<file path="config.mk">
export PLATFORM = sky130hd
export DESIGN_NAME = dma_irq_mask_ctrl
export DESIGN_NICKNAME = d
export VERILOG_FILES = /design/src/rtl/dmairq_pkg.sv /design/src/rtl/dmairq_status.sv /design/src/rtl/dmairq_enable.sv /design/src/rtl/dmairq_irq_latch.sv /design/src/rtl/dmairq_halt.sv /design/src/rtl/dma_irq_mask_ctrl.sv
export SDC_FILE = /design/constraint.sdc
export NUM_CORES = 1
export LEC_CHECK = 0
export BUFFER_PORTS_ARGS = -buffer_cell sky130_fd_sc_hd__buf_4
export CAP_MARGIN = 30
export CORE_MARGIN = 2
export CORE_UTILIZATION = 34
export CTS_BUF_LIST = sky130_fd_sc_hd__clkbuf_4
export DETAILED_ROUTE_END_ITERATION = 10
export PLACE_DENSITY_LB_ADDON = 0.05
export SYNTH_ARGS = -nofsm -noshare
export SYNTH_HDL_FRONTEND = slang
export SYNTH_SLANG_ARGS = --single-unit
export TNS_END_PERCENT = 50
</file>
<file path="constraint.sdc">
create_clock -name clk -period 1.78 [get_ports clk]
set_input_delay 0.356 -clock clk [delete_from_list [all_inputs] [get_ports clk]]
set_output_delay 0.356 -clock clk [all_outputs]
set_load 0.01 [all_outputs]
</file>
<file path="src/rtl/dmairq_pkg.sv">
package dmairq_pkg;
  localparam int REG_W     = 8;
  localparam int B_PARITY  = 6;
  localparam int B_BUSFLT  = 5;
  localparam int B_ABORT   = 4;
  localparam int B_STEP    = 3;
  localparam int B_SCRIPT  = 2;
  localparam int B_ILLEGAL = 0;
  localparam logic [REG_W-1:0] VALID_MASK =
    REG_W'((1 << B_PARITY) | (1 << B_BUSFLT) | (1 << B_ABORT) |
           (1 << B_STEP) | (1 << B_SCRIPT) | (1 << B_ILLEGAL));

  typedef enum logic {
    SEL_ENABLE = 1'b0,
    SEL_STATUS = 1'b1
  } reg_sel_e;
endpackage

</file>
<file path="src/rtl/dmairq_status.sv">
module dmairq_status #(
  parameter int W = 8,
  parameter logic [W-1:0] VALID = '1
) (
  input  logic         clk,
  input  logic         rst_n,
  input  logic [W-1:0] ev_vec,
  input  logic         rd_clr,
  output logic [W-1:0] status
);
  for (genvar i = 0; i < W; i++) begin : g_bit
    if (VALID[i]) begin : g_live
      logic bit_d, bit_q;
      always_comb begin
        bit_d = ev_vec[i] | (bit_q & ~rd_clr);
      end
      always_ff @(posedge clk or negedge rst_n) begin
        if (!rst_n) bit_q <= 1'b0;
        else        bit_q <= bit_d;
      end
      assign status[i] = bit_q;
    end else begin : g_rsvd
      assign status[i] = 1'b0;
    end
  end

  // any valid event is recorded at the next edge
  a_r3_event_recorded: assert property (@(posedge clk) disable iff (!rst_n)
    (|(ev_vec & VALID)) |=> (|status));
  // event coinciding with a clearing read survives
  a_r9_read_keeps_event: assert property (@(posedge clk) disable iff (!rst_n)
    (rd_clr && (|(ev_vec & VALID))) |=> (|status));
  // read without events leaves status empty
  a_r9_read_clears: assert property (@(posedge clk) disable iff (!rst_n)
    (rd_clr && !(|(ev_vec & VALID))) |=> (status == '0));
endmodule

</file>
<file path="src/rtl/dmairq_enable.sv">
module dmairq_enable #(
  parameter int W = 8,
  parameter logic [W-1:0] VALID = '1
) (
  input  logic         clk,
  input  logic         rst_n,
  input  logic         wr_en,
  input  logic [W-1:0] wdata,
  output logic [W-1:0] enable
);
  logic [W-1:0] en_d, en_q;

  always_comb begin
    en_d = en_q;
    if (wr_en) en_d = wdata & VALID;
  end

  always_ff @(posedge clk or negedge rst_n) begin
    if (!rst_n) en_q <= '0;
    else        en_q <= en_d;
  end

  assign enable = en_q;

  // a write is reflected at the next edge
  a_r2_write_loads: assert property (@(posedge clk) disable iff (!rst_n)
    wr_en |=> (enable == ($past(wdata) & VALID)));
endmodule

</file>
<file path="src/rtl/dmairq_irq_latch.sv">
module dmairq_irq_latch #(
  parameter int W = 8
) (
  input  logic         clk,
  input  logic         rst_n,
  input  logic [W-1:0] status,
  input  logic [W-1:0] enable,
  input  logic         rd_clr,
  output logic         irq_n
);
  logic irq_d, irq_q;
  logic hit;

  always_comb begin
    hit   = |(status & enable);
    irq_d = irq_q | hit;
    if (rd_clr) irq_d = 1'b0;
  end

  always_ff @(posedge clk or negedge rst_n) begin
    if (!rst_n) irq_q <= 1'b0;
    else        irq_q <= irq_d;
  end

  assign irq_n = ~irq_q;

  // enabled pending condition raises the request next edge
  a_r4_irq_raise: assert property (@(posedge clk) disable iff (!rst_n)
    (hit && !rd_clr) |=> !irq_n);
  // request held until a status read
  a_r6_irq_held: assert property (@(posedge clk) disable iff (!rst_n)
    (!irq_n && !rd_clr) |=> !irq_n);
  // release only follows a read
  a_r6_irq_release: assert property (@(posedge clk) disable iff (!rst_n)
    $rose(irq_n) |-> $past(rd_clr));
endmodule

</file>
<file path="src/rtl/dmairq_halt.sv">
module dmairq_halt (
  input  logic clk,
  input  logic rst_n,
  input  logic any_ev,
  input  logic restart,
  input  logic status_zero,
  output logic halt
);
  logic halt_d, halt_q;

  always_comb begin
    halt_d = halt_q;
    if (restart && status_zero) halt_d = 1'b0;
    if (any_ev)                 halt_d = 1'b1;
  end

  always_ff @(posedge clk or negedge rst_n) begin
    if (!rst_n) halt_q <= 1'b0;
    else        halt_q <= halt_d;
  end

  assign halt = halt_q;

  // any event halts the engine
  a_r7_event_halts: assert property (@(posedge clk) disable iff (!rst_n)
    any_ev |=> halt);
  // halt drops only after restart with status empty
  a_r8_halt_release: assert property (@(posedge clk) disable iff (!rst_n)
    $fell(halt) |-> ($past(restart) && $past(status_zero)));
endmodule

</file>
<file path="src/rtl/dma_irq_mask_ctrl.sv">
module dma_irq_mask_ctrl
  import dmairq_pkg::*;
(
  input  logic             clk,
  input  logic             rst_n,
  input  logic             ev_parity,
  input  logic             ev_busfault,
  input  logic             ev_abort,
  input  logic             ev_step,
  input  logic             ev_script,
  input  logic             ev_illegal,
  input  logic             cpu_wr,
  input  logic             cpu_rd,
  input  logic             cpu_sel,
  input  logic [REG_W-1:0] cpu_wdata,
  output logic [REG_W-1:0] cpu_rdata,
  input  logic             restart,
  output logic             irq_n,
  output logic             dma_pend,
  output logic             halt
);
  localparam int W = REG_W;
  localparam logic [W-1:0] VALID = VALID_MASK;

  logic [W-1:0] ev_vec, status, enable;
  logic         rd_clr, en_wr;
  reg_sel_e     sel;

  always_comb begin
    ev_vec            = '0;
    ev_vec[B_PARITY]  = ev_parity;
    ev_vec[B_BUSFLT]  = ev_busfault;
    ev_vec[B_ABORT]   = ev_abort;
    ev_vec[B_STEP]    = ev_step;
    ev_vec[B_SCRIPT]  = ev_script;
    ev_vec[B_ILLEGAL] = ev_illegal;
  end

  assign sel    = reg_sel_e'(cpu_sel);
  assign rd_clr = cpu_rd && (sel == SEL_STATUS);
  assign en_wr  = cpu_wr && (sel == SEL_ENABLE);

  dmairq_status #(.W(W), .VALID(VALID)) u_status (
    .clk(clk), .rst_n(rst_n), .ev_vec(ev_vec), .rd_clr(rd_clr), .status(status)
  );

  dmairq_enable #(.W(W), .VALID(VALID)) u_enable (
    .clk(clk), .rst_n(rst_n), .wr_en(en_wr), .wdata(cpu_wdata), .enable(enable)
  );

  dmairq_irq_latch #(.W(W)) u_irq (
    .clk(clk), .rst_n(rst_n), .status(status), .enable(enable),
    .rd_clr(rd_clr), .irq_n(irq_n)
  );

  dmairq_halt u_halt (
    .clk(clk), .rst_n(rst_n), .any_ev(|ev_vec), .restart(restart),
    .status_zero(status == '0), .halt(halt)
  );

  always_comb begin
    cpu_rdata = (sel == SEL_STATUS) ? status : enable;
    cpu_rdata = cpu_rdata & VALID;
  end

  assign dma_pend = |status;

  // reserved positions never read as 1
  a_r10_reserved_zero: assert property (@(posedge clk) disable iff (!rst_n)
    cpu_rd |-> ((cpu_rdata & ~VALID) == '0));
  // pending summary follows a recorded event
  a_r3_pend_after_event: assert property (@(posedge clk) disable iff (!rst_n)
    (|ev_vec) |=> dma_pend);
endmodule

</file>
==> flow_summary.yaml, run 1 <==
status:
  outcome: "complete, but fails checks"
  violations: "negative setup slack"
sta:
  max_clock_freq_ghz: 0.499
  timing.final.setup_violations: 1
  timing_max_transition_violations_final: 0
  final.setup.tns_ns: -0.224
  grt_setup_unrepaired: "yes"
  setup_slack_ns: -0.224
  timing.final.hold_violations: 0
  fin_crit_sh_pct: 113
  shortest_clock_period_the_worst_path_allows_after_layout_ns: 2.00
  worst_clock_skew_ns: 0.00215
pwr:
  ir_drop_mv: 0.388
  combinationalPowerShare_pct: 21.6
  power.density_cell_area_nw_per_um2: 753
  power_frac_clock_pct: 24.5
  seq_power_share_pct: 54.0
  power.net_switching_uw: 176
  switching_share_pct: 25.3
  cell_internal_pwr_uw: 518
  total_leakage_power_uw: 0.000420
synth:
  yosysSeqAreaShare_pct: 53.2
  synth.cell_area_um2: 658
  ys_types: 21
  synth.avg_cell_area_um2: 12.9
  synthFlopType: "sky130_fd_sc_hd__dfrtp_1"
  ys_warn_count: 0
  synthCells: 51
  async_reset_ff_share_pct: 100
  synth_enable_flop_cells: 0
  yosys_register_bits: 14
clock_tree:
  cts_num_sinks: 14
  clk_path_buf_depth: 2
  worstSkewPairLatency_ns: 0.27
  cts_tree: "done"
  cts_root_buffer: "sky130_fd_sc_hd__clkbuf_4"
  path_clk_slew_ns: 0.07
  htree_levels: 1
  cts-buffers-inserted: 3
run:
  maxCapViolCount: 0
cells_and_area:
  nNetsFinal: 103
  post_route_cells_drive_above_1_share_pct: 48.1
  antenna-diode-count: 0
  final_util_pct: 52.3
  layout.cells.non_filler: 106
  area.growth.synth_to_final_pct: 40.1
floorplanning:
  initial_core_util_pct: 37.3
  ios: 31
  design.core.area_um2: 1760
  placementRows: 15
  die_w_um: 48.0
  die_h_um: 48.0
  dieArea_um2: 2300
drt:
  detailedRoute.firstIterationViolations: 14
  drc_errors: 0
  via_per_inst: 4.69
  postRouteAntennaNets: 0
  detail_route.wl_per_cell_um: 12.9
  routed_wirelength_um: 1370
  drt_pass1_iterations: 4
  vias: 497
placed_design:
  placement.setup.worst_slack_ns: 0.0729
  dp_hpwl_um: 1040
  post-place-cells: 102
  port_bufs: 26
  gp_routability_congestion: 0.706
global_routing:
  maximum_number_of_pins_on_one_net_before_global_route_repair: 15
  grt_pass1_wl_um: 2190
  initial_antenna_violation_count: 0
  number_of_global_route_vias_before_repair: 454
  gr-total-overflow: 0
  global_route_usage_over_all_layers_pct: 14.2
setup_path:
  crit_chain: "or4_4 > or3_1 > buf_6"
  crit_arrival_ns: 1.65
  critical_path_peak_fanout: 2
  critPathMaxStageDelay_ns: 0.54
  path_buf_inv: 1
  cp_top_family: "simple AND/OR/NAND/NOR gates"
  critPathKind: "reg -> out"
  cp.required_ns: 1.42
  crit_path_start_kind: "register"
  timing.critical_path.slowest_stage_cell: "sky130_fd_sc_hd__or4_4"
  worstSetupEndpointType: "output port"
min_path:
  timing.hold.worst.class: "in -> reg"
## cell type report
class / count / area, um^2
clock buffer: 3 / 22.5
fill: 181 / 842
inverter: 2 / 7.51
multi-input combinational: 32 / 279
sequential: 14 / 350
tap: 25 / 31.3
timing repair buffer: 30 / 231
## sequential cells by signal (all words and copies together) (netlist names)
register	count
u_halt.halt	1
u_enable.enable	6
u_status.g_bit.g_live.bit_q	6
u_irq.irq_q	1
## cell families (layout without fill, tap and decap cells)
kind of cell           after synthesis  in the layout  synth area share, %
other                                1              2                0.570
AO/OA/AOI/OAI                       11             11                 14.3
buffers and inverters                6             35                 4.94
flip-flops                          14             14                 53.2
multiplexers                        12             12                 20.5
AND/OR/NAND/NOR                      7              7                 6.46
## synthesized netlist by cell type (2+ instances only)
cell type                 number  area, um^2
sky130_fd_sc_hd__mux2_2        4        45.0
sky130_fd_sc_hd__dfrtp_1      14         350
sky130_fd_sc_hd__buf_2         2        10.0
sky130_fd_sc_hd__a21o_1        5        37.5
sky130_fd_sc_hd__inv_1         2        7.51
sky130_fd_sc_hd__mux2_1        8        90.1
sky130_fd_sc_hd__buf_4         2        15.0
## repair_timing
item	4_1_cts	5_1_grt
resized for setup	0	1
hold endpoints to repair	14	0
hold buffers	1	0
pin swaps	0	0
setup buffers	0	0
setup endpoints to repair	1	1
## routing by layer
metal,global-route usage (%),share of wire (%),vias up
met5,0,0,-
met4,1.62,0,0
met3,6.04,7.2,0
met2,20.5,44,21
met1,20.6,49,231
li1,-,-,245
## placed cells by master (no fill, tap or decap)
cell type,Yosys,layout
sky130_fd_sc_hd__or3_1,1,1
sky130_fd_sc_hd__mux2_2,4,4
sky130_fd_sc_hd__a21o_1,5,5
sky130_fd_sc_hd__a22oi_1,1,1
sky130_fd_sc_hd__conb_1,1,2
sky130_fd_sc_hd__o41ai_2,1,1
sky130_fd_sc_hd__or4_4,1,1
sky130_fd_sc_hd__a32oi_1,1,1
sky130_fd_sc_hd__a222oi_1,1,1
sky130_fd_sc_hd__a21o_2,1,1
sky130_fd_sc_hd__a21oi_1,1,1
sky130_fd_sc_hd__dfrtp_1,14,14
sky130_fd_sc_hd__nor4_1,1,1
sky130_fd_sc_hd__nand2_1,1,1
sky130_fd_sc_hd__nand3_1,1,1
sky130_fd_sc_hd__buf_4,2,28
sky130_fd_sc_hd__dlygate4sd3_1,0,1
sky130_fd_sc_hd__nor2b_1,1,1
sky130_fd_sc_hd__nor2_1,1,1
sky130_fd_sc_hd__clkbuf_4,0,3
sky130_fd_sc_hd__inv_1,2,2
sky130_fd_sc_hd__mux2_1,8,8
sky130_fd_sc_hd__buf_6,0,1
## stage by stage
step / hold WS (ns) / power [uW] / instance area (um^2)
after floorplan: 0.0604 / 447 / 662
after global placement: 0.219 / 530 / 886
after detailed placement: 0.217 / 531 / 886
after CTS: 0.235 / 712 / 918
after global routing: 0.238 / 743 / 922
final: 0.249 / 694 / 922
## final timing paths
kind / startpoint / endpoint / slack [ns] / depth (start not counted)
worst min-delay path: cpu_rd / u_irq.irq_q / 0.25 / 2
max in group asynchronous: rst_n / u_enable.enable[5] / 1.15 / 2
worst max register to register: u_status.g_bit[6].g_live.bit_q / u_halt.halt / 0.43 / 3
worst min register to register: u_enable.enable[0] / u_enable.enable[0] / 0.52 / 1
min in group asynchronous: rst_n / u_status.g_bit[3].g_live.bit_q / 0.47 / 2
worst max-delay path: u_status.g_bit[6].g_live.bit_q / dma_pend / -0.22 / 3
## worst register-to-register path: cells and delay by family, from the launching register on
family / cells / cell delay (ns)
simple gates: 2 / 0.64
flops: 1 / 0.38
compound gates: 1 / 0.21
## power by group through the flow
stage	Clock, uW	Sequential (uW)	Combinational [uW]
final	170	375	150
after floorplan	0	373	74.8
after global placement	0	380	149
after global routing	197	380	166
after detailed placement	0	382	150
after CTS	184	375	153
No activity file was read; power rests on OpenSTA's default activity.
==> run 2, diff against run 1 <==
--- a/config.mk
+++ b/config.mk
@@ -7,11 +7,11 @@
 export LEC_CHECK = 0
 export BUFFER_PORTS_ARGS = -buffer_cell sky130_fd_sc_hd__buf_4
 export CAP_MARGIN = 30
-export CORE_MARGIN = 2
 export CORE_UTILIZATION = 34
 export CTS_BUF_LIST = sky130_fd_sc_hd__clkbuf_4
 export DETAILED_ROUTE_END_ITERATION = 10
 export PLACE_DENSITY_LB_ADDON = 0.05
+export SLEW_MARGIN = 20
 export SYNTH_ARGS = -nofsm -noshare
 export SYNTH_HDL_FRONTEND = slang
 export SYNTH_SLANG_ARGS = --single-unit
==> constraint.sdc (replaced) <==
create_clock -name clk -period 1.6 [get_ports clk]
set_input_delay 0.32 -clock clk [delete_from_list [all_inputs] [get_ports clk]]
set_output_delay 0.32 -clock clk [all_outputs]
set_load 0.01 [all_outputs]
==> run 2 against run 1 <==
Against the previous run: largest cell class unchanged; power increased by 14%; largest power group unchanged; the run still ends with negative setup slack left; wire length rose by 5.2%; worst setup slack worse by 0.15 ns; core utilization increased by 1.9 points; highest routed layer is now met4; combinational power rose by 16%; sequential share of layout area fell by 1.3 points.
==> flow_summary.yaml, run 2 (same netlist as run 1, synthesis figures left out) <==
status:
  outcome: "complete, but fails checks"
  violations: "negative setup slack"
floorplanning:
  dieArea_um2: 2120
  die_w_um: 46.0
  ios: 31
  placementRows: 15
  design.core.area_um2: 1760
  initial_core_util_pct: 37.3
  die_h_um: 46.0
clock_tree:
  cts-buffers-inserted: 3
  clk_path_buf_depth: 2
  worstSkewPairLatency_ns: 0.28
  htree_levels: 1
  cts_tree: "done"
  cts_setup_buffers: 0
  cts_num_sinks: 14
  path_clk_slew_ns: 0.08
  cts_root_buffer: "sky130_fd_sc_hd__clkbuf_4"
cells_and_area:
  layout.cells.most_common: "sky130_fd_sc_hd__buf_4"
  area.growth.synth_to_final_pct: 45.2
  nNetsFinal: 106
  post_route_cells_drive_above_1_share_pct: 50.0
  antenna-diode-count: 0
  fill_cells: 177
  most_frequent_cells_in_the_layout: "sky130_fd_sc_hd__buf_4 (31), sky130_fd_sc_hd__dfrtp_1 (14), sky130_fd_sc_hd__mux2_1 (8)"
  postLayoutCellArea_um2: 956
  layout.cells.non_filler: 109
setup_path:
  critical_path_peak_fanout: 2
  critPathMaxStageDelay_ns: 0.53
  critPathKind: "reg -> out"
  worstSetupEndpointType: "output port"
  cp.required_ns: 1.28
  timing.critical_path.slowest_stage_cell: "sky130_fd_sc_hd__or4_4"
  crit_chain: "or4_4 > or3_1 > buf_6"
  crit_path_start_kind: "register"
  crit_arrival_ns: 1.66
pwr:
  total_leakage_power_uw: 0.000454
  power.density_cell_area_nw_per_um2: 828
  design_power_total_uw: 792
  ir_drop_mv: 0.478
drt:
  detailedRoute.firstIterationViolations: 10
  route.top_layer_used: "met4"
  met3_wirelength_um: 121
  detail_route.wl_per_cell_um: 13.2
  met1_length_um: 689
  postRouteAntennaNets: 0
  vias: 536
  drt_pass1_iterations: 4
  routed_wirelength_um: 1440
  met2_length_um: 607
  via_per_inst: 4.92
  drc_errors: 0
global_routing:
  maximum_number_of_pins_on_one_net_before_global_route_repair: 15
  gr-total-overflow: 0
  global_route_usage_over_all_layers_pct: 16.2
  grt_pass1_wl_um: 2260
  number_of_global_route_vias_before_repair: 489
  initial_antenna_violation_count: 0
placed_design:
  gp_routability_congestion: 0.641
  post-place-cells: 105
  placement.setup.worst_slack_ns: -0.0612
  dpl-instance-area_um2: 908
  dp_hpwl_um: 1070
  port_bufs: 26
sta:
  fin_crit_sh_pct: 123
  timing.final.hold_violations: 0
  whs_ns: 0.205
  max_clock_freq_ghz: 0.506
  worst_clock_skew_ns: 0.000681
  timing.final.setup_violations: 1
  grt_setup_unrepaired: "yes"
  timing_max_transition_violations_final: 0
  setup_slack_ns: -0.375
  shortest_clock_period_the_worst_path_allows_after_layout_ns: 1.98
min_path:
  timing.hold.worst.class: "in -> reg"
run:
  maxCapViolCount: 0
==> run 2: changes by cell type in the layout (fill, tap and decap cells not counted) <==
cell | previous run | this run
sky130_fd_sc_hd__o41ai_4 | 0 | 1
sky130_fd_sc_hd__o41ai_2 | 1 | 0
sky130_fd_sc_hd__buf_4 | 28 | 31
==> run 2: final cells by class <==
type	count	area (um^2)	area share [%]
multi-input cells	32	290	30.4
inverters	2	7.51	0.785
well taps	25	31.3	3.27
repair buffers	33	254	26.6
flip-flops and latches	14	350	36.6
clock buffers	3	22.5	2.36
==> run 2: final timing paths <==
check                                               start                  to  slack (ns)  cells after the start
min in group asynchronous                           rst_n         u_halt.halt        0.42                      2
setup / recovery           u_status.g_bit[6].g_live.bit_q            dma_pend       -0.38                      3
setup reg to reg           u_status.g_bit[6].g_live.bit_q         u_halt.halt        0.11                      4
max in group asynchronous                           rst_n  u_enable.enable[0]        1.01                      2
hold / removal                                     cpu_rd         u_irq.irq_q        0.20                      2
hold reg to reg                        u_enable.enable[0]  u_enable.enable[0]        0.52                      1
==> run 2: timing repair <==
action,in CTS,in global routing
resized for setup,0,2
endpoints found under the setup margin,1,3
hold buffers,1,0
endpoints found under the hold margin,14,0
==> run 2: critical path: cells and delay by family, from the launching register on <==
family,cells,cell delay [ns]
and+or+nand+nor,2,0.86
DFF,1,0.38
buffers and inverters,1,0.13
==> run 2: metrics by stage <==
stage          TNS [ns]  util (%)
3_5_place_dp    -0.0612      51.5
4_1_cts          -0.380      53.3
5_1_grt          -0.456      54.2
2_1_floorplan         0         -
3_3_place_gp    -0.0599      51.5
6_report         -0.375      54.2
==> run 2: report_power, final <==
group	total [uW]	internal, uW	switching (uW)
clock	202	87.4	115
combinational	174	106	68.6
sequential	415	388	27.5
total	792	581	211
==> run 2: layer usage <==
metal	up-vias	track usage, %
met5	-	0
met4	0	7.06
met3	4	7.54
met2	26	21.7
met1	256	22.0
li1	250	-
==> run 3, diff against run 2 <==
--- a/config.mk
+++ b/config.mk
@@ -7,6 +7,7 @@
 export LEC_CHECK = 0
 export BUFFER_PORTS_ARGS = -buffer_cell sky130_fd_sc_hd__buf_4
 export CAP_MARGIN = 30
+export CORE_MARGIN = 5
 export CORE_UTILIZATION = 34
 export CTS_BUF_LIST = sky130_fd_sc_hd__clkbuf_4
 export DETAILED_ROUTE_END_ITERATION = 10
==> run 3 against run 2 <==
Against the previous run: the flow still finishes with violations (negative setup slack); clock power is 5% lower; register-to-register slack worse by 0.03 ns; critical path depth stayed put; first-iteration DRC count is 10% lower; largest cell class unchanged; highest routed layer is now met3.
==> flow_summary.yaml, run 3 (same netlist as run 1, synthesis figures left out) <==
pwr:
  design_power_total_uw: 786
  total_leakage_power_uw: 0.000440
  ir_drop_mv: 0.382
  power.density_cell_area_nw_per_um2: 822
cells_and_area:
  nNetsFinal: 106
  layout.cells.most_common: "sky130_fd_sc_hd__buf_4"
  antenna-diode-count: 0
  final_util_pct: 50.3
  multiInputGateArea_um2: 288
  area.growth.synth_to_final_pct: 45.2
  most_frequent_cells_in_the_layout: "sky130_fd_sc_hd__buf_4 (31), sky130_fd_sc_hd__dfrtp_1 (14), sky130_fd_sc_hd__mux2_1 (7)"
  seq_area_um2: 350
  post_route_cells_drive_above_1_share_pct: 52.4
  fill_cells: 187
setup_path:
  cp.required_ns: 1.28
  crit_path_start_kind: "register"
  crit_arrival_ns: 1.66
  critical_path_peak_fanout: 2
  worstSetupEndpointType: "output port"
  critPathKind: "reg -> out"
placed_design:
  port_bufs: 26
  dp_hpwl_um: 1210
  placement.setup.worst_slack_ns: -0.0746
  gp_routability_congestion: 0.702
clock_tree:
  clk_path_buf_depth: 2
  path_clk_slew_ns: 0.08
  cts-buffers-inserted: 3
  cts_tree: "done"
  cts_num_sinks: 14
  worstSkewPairLatency_ns: 0.27
  htree_levels: 1
  cts_root_buffer: "sky130_fd_sc_hd__clkbuf_4"
  cts_setup_buffers: 0
sta:
  timing.final.setup_violations: 1
  max_clock_freq_ghz: 0.506
  worst_clock_skew_ns: 0.00275
  timing.final.hold_violations: 0
  fin_crit_sh_pct: 124
  timing_max_transition_violations_final: 0
  setup_slack_ns: -0.378
  shortest_clock_period_the_worst_path_allows_after_layout_ns: 1.98
  grt_setup_unrepaired: "yes"
drt:
  detail_route.wl_per_cell_um: 13.8
  postRouteAntennaNets: 0
  drt_pass1_iterations: 4
  routed_wirelength_um: 1530
  via_per_inst: 4.80
  vias: 533
  drc_errors: 0
  detailedRoute.firstIterationViolations: 9
floorplanning:
  placementRows: 16
  die_w_um: 54.0
  initial_core_util_pct: 34.6
  ios: 31
  design.core.area_um2: 1900
  die_h_um: 54.0
  dieArea_um2: 2920
global_routing:
  grt_pass1_wl_um: 2240
  maximum_number_of_pins_on_one_net_before_global_route_repair: 15
  gr-total-overflow: 0
  number_of_global_route_vias_before_repair: 516
  initial_antenna_violation_count: 0
  global_route_usage_over_all_layers_pct: 11.1
status:
  outcome: "complete, but fails checks"
  violations: "negative setup slack"
run:
  maxCapViolCount: 0
min_path:
  timing.hold.worst.class: "in -> reg"
==> run 3: cell counts in the layout (fill, tap and decap cells not counted) <==
Identical to the previous run, type by type.
==> run 3: worst paths after layout <==
check                                                     from                              to  slack (ns)  cells past startpoint
worst max-delay path            u_status.g_bit[6].g_live.bit_q                        dma_pend       -0.38                      3
worst min-delay path                                    cpu_rd                     u_irq.irq_q        0.22                      2
worst max register to register  u_status.g_bit[6].g_live.bit_q                     u_halt.halt        0.08                      4
worst min register to register              u_enable.enable[0]              u_enable.enable[0]        0.53                      1
max in group asynchronous                                rst_n              u_enable.enable[5]        1.00                      2
min in group asynchronous                                rst_n  u_status.g_bit[5].g_live.bit_q        0.43                      2
==> run 3: worst max-delay path: stages, from the launching register on <==
cell                      delay (ns)
sky130_fd_sc_hd__dfrtp_1        0.39
sky130_fd_sc_hd__or4_4          0.54
sky130_fd_sc_hd__or3_4          0.34
sky130_fd_sc_hd__buf_6          0.13
==> run 3: through the flow <==
stage               area [um^2]  cells  setup TNS [ns]  hold slack, ns
floorplan                   662     52               0          0.0244
global placement            911    107         -0.0668           0.181
detailed placement          911    107         -0.0746           0.182
CTS                         952    111          -0.381           0.204
global route                956    111          -0.410           0.200
finish                      956    111          -0.378           0.220
==> run 3: timing repair <==
item / 4_1_cts / 5_1_grt
endpoints found under the setup margin: 1 / 2
gates resized for setup: 2 / 1
hold buffers: 1 / 0
endpoints found under the hold margin: 14 / 0
==> run 3: area by class of cell <==
type | count | area share (%)
clock buffer | 3 | 2.36
inverter | 2 | 0.785
multi-input combinational | 32 | 30.1
sequential | 14 | 36.6
tap | 27 | 3.53
timing repair buffer | 33 | 26.6
==> run 3: power breakdown <==
| group | total, uW | leakage [uW] | internal, uW | switching (uW) |
|---|---|---|---|---|
| logic | 177 | 0.000276 | 109 | 68.2 |
| clock network | 192 | 0.0000138 | 87.0 | 105 |
| registers | 416 | 0.000150 | 388 | 28.7 |
| total | 786 | 0.000440 | 583 | 202 |
==> run 3: routing by layer <==
metal	routed length, um	up-vias	GRT usage [%]	part of all wire [%]
li1	-	252	-	-
met1	705	256	14.0	46
met2	712	25	17.1	47
met3	113	0	3.60	7.4
met4	0	0	4.98	0
met5	0	-	0	0
